File: src/rtl/lbc_pkg.sv
package lbc_pkg;
  typedef enum logic [1:0] {
    LB_NORMAL  = 2'b00,
    LB_PAYLOAD = 2'b01,
    LB_UP      = 2'b10,
    LB_DOWN    = 2'b11
  } lb_mode_e;

  localparam int UP_PERIOD   = 5;
  localparam int DOWN_PERIOD = 3;
  localparam int PH_W        = 3;
endpackage

File: src/rtl/lbc_tx_gen.sv
module lbc_tx_gen
  import lbc_pkg::*;
(
  input  logic       clk,
  input  logic       rst,
  input  logic [1:0] mode_i,
  input  logic       tx_vld_i,
  input  logic       tx_frame_i,
  input  logic       tx_data_i,
  output logic       tx_data_o,
  output logic       payload_loop_o
);
  logic [1:0]      mode_q;
  logic [PH_W-1:0] ph_q, ph_use, ph_last, ph_nx;
  logic            chg, code_on, pat_bit;

  always_comb begin
    chg     = (mode_i != mode_q);
    code_on = (mode_i == LB_UP) || (mode_i == LB_DOWN);
    ph_last = (mode_i == LB_UP) ? PH_W'(UP_PERIOD - 1) : PH_W'(DOWN_PERIOD - 1);
    ph_use  = chg ? '0 : ph_q;
    pat_bit = (ph_use == ph_last);
    ph_nx   = pat_bit ? '0 : ph_use + 1'b1;
  end

  always_ff @(posedge clk) begin
    if (rst) begin
      mode_q         <= LB_NORMAL;
      ph_q           <= '0;
      tx_data_o      <= 1'b0;
      payload_loop_o <= 1'b0;
    end else begin
      mode_q         <= mode_i;
      payload_loop_o <= (mode_i == LB_PAYLOAD);
      if (tx_vld_i && !tx_frame_i && code_on)
        ph_q <= ph_nx;
      else if (chg)
        ph_q <= '0;
      if (tx_vld_i)
        tx_data_o <= (code_on && !tx_frame_i) ? pat_bit : tx_data_i;
    end
  end
endmodule

File: src/rtl/lbc_phase_match.sv
module lbc_phase_match #(
  parameter int PERIOD   = 5,
  parameter int WIN_BITS = 2000,
  localparam int CW      = $clog2(WIN_BITS + 1),
  localparam int PW      = $clog2(PERIOD + 1),
  localparam int ERR_LIM = WIN_BITS / 1000
) (
  input  logic clk,
  input  logic rst,
  input  logic bit_vld,
  input  logic bit_in,
  input  logic win_last,
  output logic hit
);
  logic [PW-1:0] pos_q;
  logic [PERIOD-1:0] ok;

  always_ff @(posedge clk) begin
    if (rst)
      pos_q <= '0;
    else if (bit_vld)
      pos_q <= (pos_q == PW'(PERIOD - 1)) ? '0 : pos_q + 1'b1;
  end

  for (genvar k = 0; k < PERIOD; k++) begin : g_phase
    logic [CW-1:0] err_q, err_nx;
    logic          miss;
    always_comb begin
      miss   = bit_in != (pos_q == PW'(k));
      err_nx = err_q + CW'(miss);
      ok[k]  = err_nx < CW'(ERR_LIM);
    end
    always_ff @(posedge clk) begin
      if (rst)
        err_q <= '0;
      else if (bit_vld)
        err_q <= win_last ? '0 : err_nx;
    end
  end

  assign hit = bit_vld && win_last && (|ok);
endmodule

File: src/rtl/lbc_rx_det.sv
module lbc_rx_det
  import lbc_pkg::*;
#(
  parameter int WIN_BITS = 2000,
  localparam int WW      = $clog2(WIN_BITS)
) (
  input  logic clk,
  input  logic rst,
  input  logic rx_vld_i,
  input  logic rx_frame_i,
  input  logic rx_data_i,
  output logic det_up_o,
  output logic det_down_o
);
  logic [WW-1:0] wcnt_q;
  logic          bit_vld, win_last, hit_up, hit_dn;

  assign bit_vld  = rx_vld_i && !rx_frame_i;
  assign win_last = (wcnt_q == WW'(WIN_BITS - 1));

  always_ff @(posedge clk) begin
    if (rst)
      wcnt_q <= '0;
    else if (bit_vld)
      wcnt_q <= win_last ? '0 : wcnt_q + 1'b1;
  end

  lbc_phase_match #(.PERIOD(UP_PERIOD), .WIN_BITS(WIN_BITS)) up_i (
    .clk(clk), .rst(rst), .bit_vld(bit_vld), .bit_in(rx_data_i),
    .win_last(win_last), .hit(hit_up));

  lbc_phase_match #(.PERIOD(DOWN_PERIOD), .WIN_BITS(WIN_BITS)) dn_i (
    .clk(clk), .rst(rst), .bit_vld(bit_vld), .bit_in(rx_data_i),
    .win_last(win_last), .hit(hit_dn));

  always_ff @(posedge clk) begin
    if (rst) begin
      det_up_o   <= 1'b0;
      det_down_o <= 1'b0;
    end else if (hit_up) begin
      det_up_o   <= 1'b1;
      det_down_o <= 1'b0;
    end else if (hit_dn) begin
      det_up_o   <= 1'b0;
      det_down_o <= 1'b1;
    end
  end
endmodule

File: src/rtl/lbc_loop_ctrl.sv
module lbc_loop_ctrl #(
  parameter int WIN_BITS = 2000
) (
  input  logic       clk,
  input  logic       rst,
  input  logic [1:0] mode_i,
  input  logic       tx_vld_i,
  input  logic       tx_frame_i,
  input  logic       tx_data_i,
  output logic       tx_data_o,
  output logic       payload_loop_o,
  input  logic       rx_vld_i,
  input  logic       rx_frame_i,
  input  logic       rx_data_i,
  output logic       det_up_o,
  output logic       det_down_o
);
  lbc_tx_gen tx_i (
    .clk(clk), .rst(rst), .mode_i(mode_i), .tx_vld_i(tx_vld_i),
    .tx_frame_i(tx_frame_i), .tx_data_i(tx_data_i),
    .tx_data_o(tx_data_o), .payload_loop_o(payload_loop_o));

  lbc_rx_det #(.WIN_BITS(WIN_BITS)) rx_i (
    .clk(clk), .rst(rst), .rx_vld_i(rx_vld_i), .rx_frame_i(rx_frame_i),
    .rx_data_i(rx_data_i), .det_up_o(det_up_o), .det_down_o(det_down_o));
endmodule

File: config.mk
export PLATFORM = sky130hd
export DESIGN_NAME = lbc_loop_ctrl
export DESIGN_NICKNAME = d
export VERILOG_FILES = /design/src/rtl/lbc_pkg.sv /design/src/rtl/lbc_tx_gen.sv /design/src/rtl/lbc_phase_match.sv /design/src/rtl/lbc_rx_det.sv /design/src/rtl/lbc_loop_ctrl.sv
export SDC_FILE = /design/constraint.sdc
export NUM_CORES = 1
export LEC_CHECK = 0
export ABC_AREA = 1
export BUFFER_PORTS_ARGS = -buffer_cell sky130_fd_sc_hd__buf_2
export CAP_MARGIN = 20
export CORE_MARGIN = 8
export CORE_UTILIZATION = 35
export CTS_BUF_LIST = sky130_fd_sc_hd__clkbuf_4
export DETAILED_ROUTE_END_ITERATION = 16
export PLACE_DENSITY = 0.49
export SYNTH_ARGS = -nofsm -noshare
export SYNTH_HDL_FRONTEND = slang
export SYNTH_SLANG_ARGS = --single-unit
File: constraint.sdc
create_clock -name clk -period 3 [get_ports clk]
set_input_delay 0.9 -clock clk [delete_from_list [all_inputs] [get_ports clk]]
set_output_delay 0.9 -clock clk [all_outputs]
set_load 0.01 [all_outputs]
==> impl_metrics.tcl <==
set metrics [dict create \
    design.portCount 14 \
    tightest_slew_ns 0.492 \
    io_buffers 13 \
    grt_use_total 0.130 \
    fin_nets 1100 \
    clock_skew_ns 0.0227 \
    final_cells 1315 \
    post-cts-setup-buffers 0 \
    muxShareOfSynthArea 0 \
    hold_viol_final 0 \
    ant_nets 0 \
    final_cell_mix "nand2_1 (388), dfxtp_1 (113), nor2_1 (101)" \
    synth_nets 1070 \
    grt_pass1_vias 5730 \
    initial_core_util 0.354 \
    ys_warn_count 0 \
    dp_hpwl_um 9630 \
    ir_drop_mv 0.310 \
    dieArea_um2 23500 \
    die_y_um 153 \
    clock_latency_ns 0.52 \
    clk_pin_slew_ns 0.11 \
    reg2reg_from "rx_i.up_i.pos_q[0]$_SDFFE_PP0P_" \
    dp_slack_ns -0.102 \
    yosys.area_share.xor_xnor 0.0305 \
    via_count 6067 \
    cts_buffers 17 \
    grt_start_max_net_pins 100 \
    area_delta_synth_final_pct 10.7 \
    synth-compound-area-share 0.114 \
    reg2reg_to "rx_i.det_down_o$_SDFFE_PP0P_" \
    period_share 0.865 \
    path_class "reg2reg" \
    gp_congestion 0.780 \
    ys_ff_latch 113 \
    cts_resized 0 \
    final_common_cell "nand2_1" \
    grt_pass1_wl_um 26000 \
    p_leak_nw 2.90 \
    final_cell_area_um2 7310 \
    h-tree-depth 4 \
    final-setup-viol-count 0 \
    required_ns 3.46 \
    worstPathMaxFanout 6 \
    drc 0 \
    setup_slack_ns 0.405 \
    dr.pass1.iters 4 \
    yosys.area.top_type "dfxtp_1" \
    slew_viol_final 0 \
    clock-sinks 113 \
    die_x_um 153 \
    synth_top_family_by_area "simple AND/OR/NAND/NOR gates" \
    ys_top_cells_by_area "dfxtp_1 (34%), nand2_1 (22%), a21oi_1 (7.6%), nor2_1 (5.7%), inv_1 (5.2%)" \
    cap_violations 0 \
    grt_antenna_before_repair 1 \
    arrival_ns 3.05 \
    startpoint_type "flop" \
    power_density_nw_per_um2 383 \
    end_kind "flop" \
    slew_headroom 0.672 \
    final_core_util 0.392 \
    outcome "completed" \
    placed_cell_area_um2 7050 \
    yosysUniqueCellTypes 36 \
    reg2regPathDepth 19 \
    synth_adder_area_share 0.0436 \
    core-area_um2 18600 \
    synthCells 1037 \
    fmaxAchievable_mhz 385 \
    fin_crit_ns 2.59 \
    drive_gt1_frac 0.0963 \
    hp-start "rx_i.up_i.g_phase[1].err_q[0]$_SDFFE_PP0P_" \
    power_mw 2.80 \
    grt_setup_unrepaired "false" \
    fillers 2058 \
    gr-total-overflow 0 \
    cts_root_buf "clkbuf_4" \
    cts_tree "built" \
    routed_wl_um 14700 \
    drtIter0Drc 277 \
    wire_per_inst_um 11.2 \
    min_delay_path_depth 2 \
    netlist_area_um2 6610 \
    syn_area_per_cell_um2 6.37 \
    place_inst 1282 \
    hold_class "reg2reg" \
    synth-seq-area-share 0.342 \
    num_rows 50 \
    holdBufCountCts 0 \
    max-clock-path-buffers 2 \
    detail_route.vias_per_cell 4.61 \
    hold_path_end "rx_i.up_i.g_phase[1].err_q[0]$_SDFFE_PP0P_" \
    yosys.area_share.simple 0.389 \
    r2r_slack_ns 0.41 \
    netlist.area_leader.share 0.342 \
]
power by group:
part,leakage (nW),total [mW],internal [mW],switching [mW]
Clock,0.131,1.07,0.414,0.659
Combinational,1.85,0.197,0.0642,0.133
Sequential,0.913,1.53,1.52,0.0104
stage by stage:
stage          hold slack (ns)  TNS, ns
2_1_floorplan            0.450        0
3_3_place_gp             0.461   -0.146
3_5_place_dp             0.463   -0.203
4_1_cts                  0.481        0
5_1_grt                  0.502        0
6_report                 0.478        0
cells by family after synthesis:
logic type	Yosys count
and+or+nand+nor	613
adders and majority gates	23
xor gates and xnor gates	23
AOI/OAI and AO/OA	137
buffers and inverters	128
DFF	113
cell type report:
type                       instances  area, um^2  area share
sequential                       113        2260       0.309
timing repair buffer              42         323      0.0441
tap                              234         293      0.0400
multi-input combinational        796        3810       0.521
inverter                          97         365      0.0500
antenna                            1        2.50    0.000342
clock buffer                      17         128      0.0175
clock inverter                    15         131      0.0180
critical path: stages (launching register included):
cell	delay (ns)
dfxtp_1	0.35
ha_1	0.21
ha_1	0.19
xor2_1	0.13
ha_1	0.21
ha_1	0.17
nand2_1	0.13
nor2_1	0.21
nand2_1	0.07
nand2_1	0.08
inv_1	0.04
nand2_1	0.05
nor2_1	0.04
nand3_1	0.05
nand2_1	0.08
nor2_1	0.20
nand2_1	0.09
nand2_1	0.11
nand2_1	0.06
nor2_1	0.08
metal layers:
layer / vias to the layer above / part of all wire / GRT usage
met3: 9 / 0.030 / 0.0330
met5: - / 0 / 0
li1: 3368 / - / -
met2: 57 / 0.45 / 0.218
met1: 2633 / 0.51 / 0.165
met4: 0 / 0.0088 / 0.0308
registers in the layout, summed over array words and instances (netlist names):
signal / cells
rx_i.det_down_o: 1
rx_i.det_up_o: 1
rx_i.dn_i.g_phase.err_q: 33
rx_i.dn_i.pos_q: 2
rx_i.up_i.g_phase.err_q: 55
rx_i.up_i.pos_q: 3
rx_i.wcnt_q: 11
tx_i.mode_q: 2
tx_i.payload_loop_o: 1
tx_i.ph_q: 3
tx_i.tx_data_o: 1
worst max-delay path by stage:
stage               slack (ns)                       startpoint                            to  cells past startpoint
floorplan                 0.12                        rx_data_i    rx_i.det_up_o$_SDFFE_PP0P_                     15
global placement         -0.08                        rx_data_i    rx_i.det_up_o$_SDFFE_PP0P_                     18
detailed placement       -0.10                        rx_data_i  rx_i.det_down_o$_SDFFE_PP0P_                     19
CTS                       0.38  rx_i.up_i.pos_q[1]$_SDFFE_PP0P_  rx_i.det_down_o$_SDFFE_PP0P_                     20
global route              0.02  rx_i.up_i.pos_q[1]$_SDFFE_PP0P_  rx_i.det_down_o$_SDFFE_PP0P_                     19
finish                    0.41  rx_i.up_i.pos_q[0]$_SDFFE_PP0P_  rx_i.det_down_o$_SDFFE_PP0P_                     19
cells in the mapped netlist, drive strengths merged:
cell and n:
a31o 1, o31ai 1, o2111ai 1, inv 97
nand4 9, o311a 1, a21oi 101, or2 3
dfxtp 113, a211oi 1, nand2 392, nor3 11
o21ai 14, a2bb2oi 2, o211ai 1, nor2 112
xor2 17, ha 23, nand3 67, o21bai 11
a21o 1, nand3b 19, xnor2 6, a31oi 1
clkbuf 21, a22oi 1, buf 10
(Power assumes the default switching activity.)
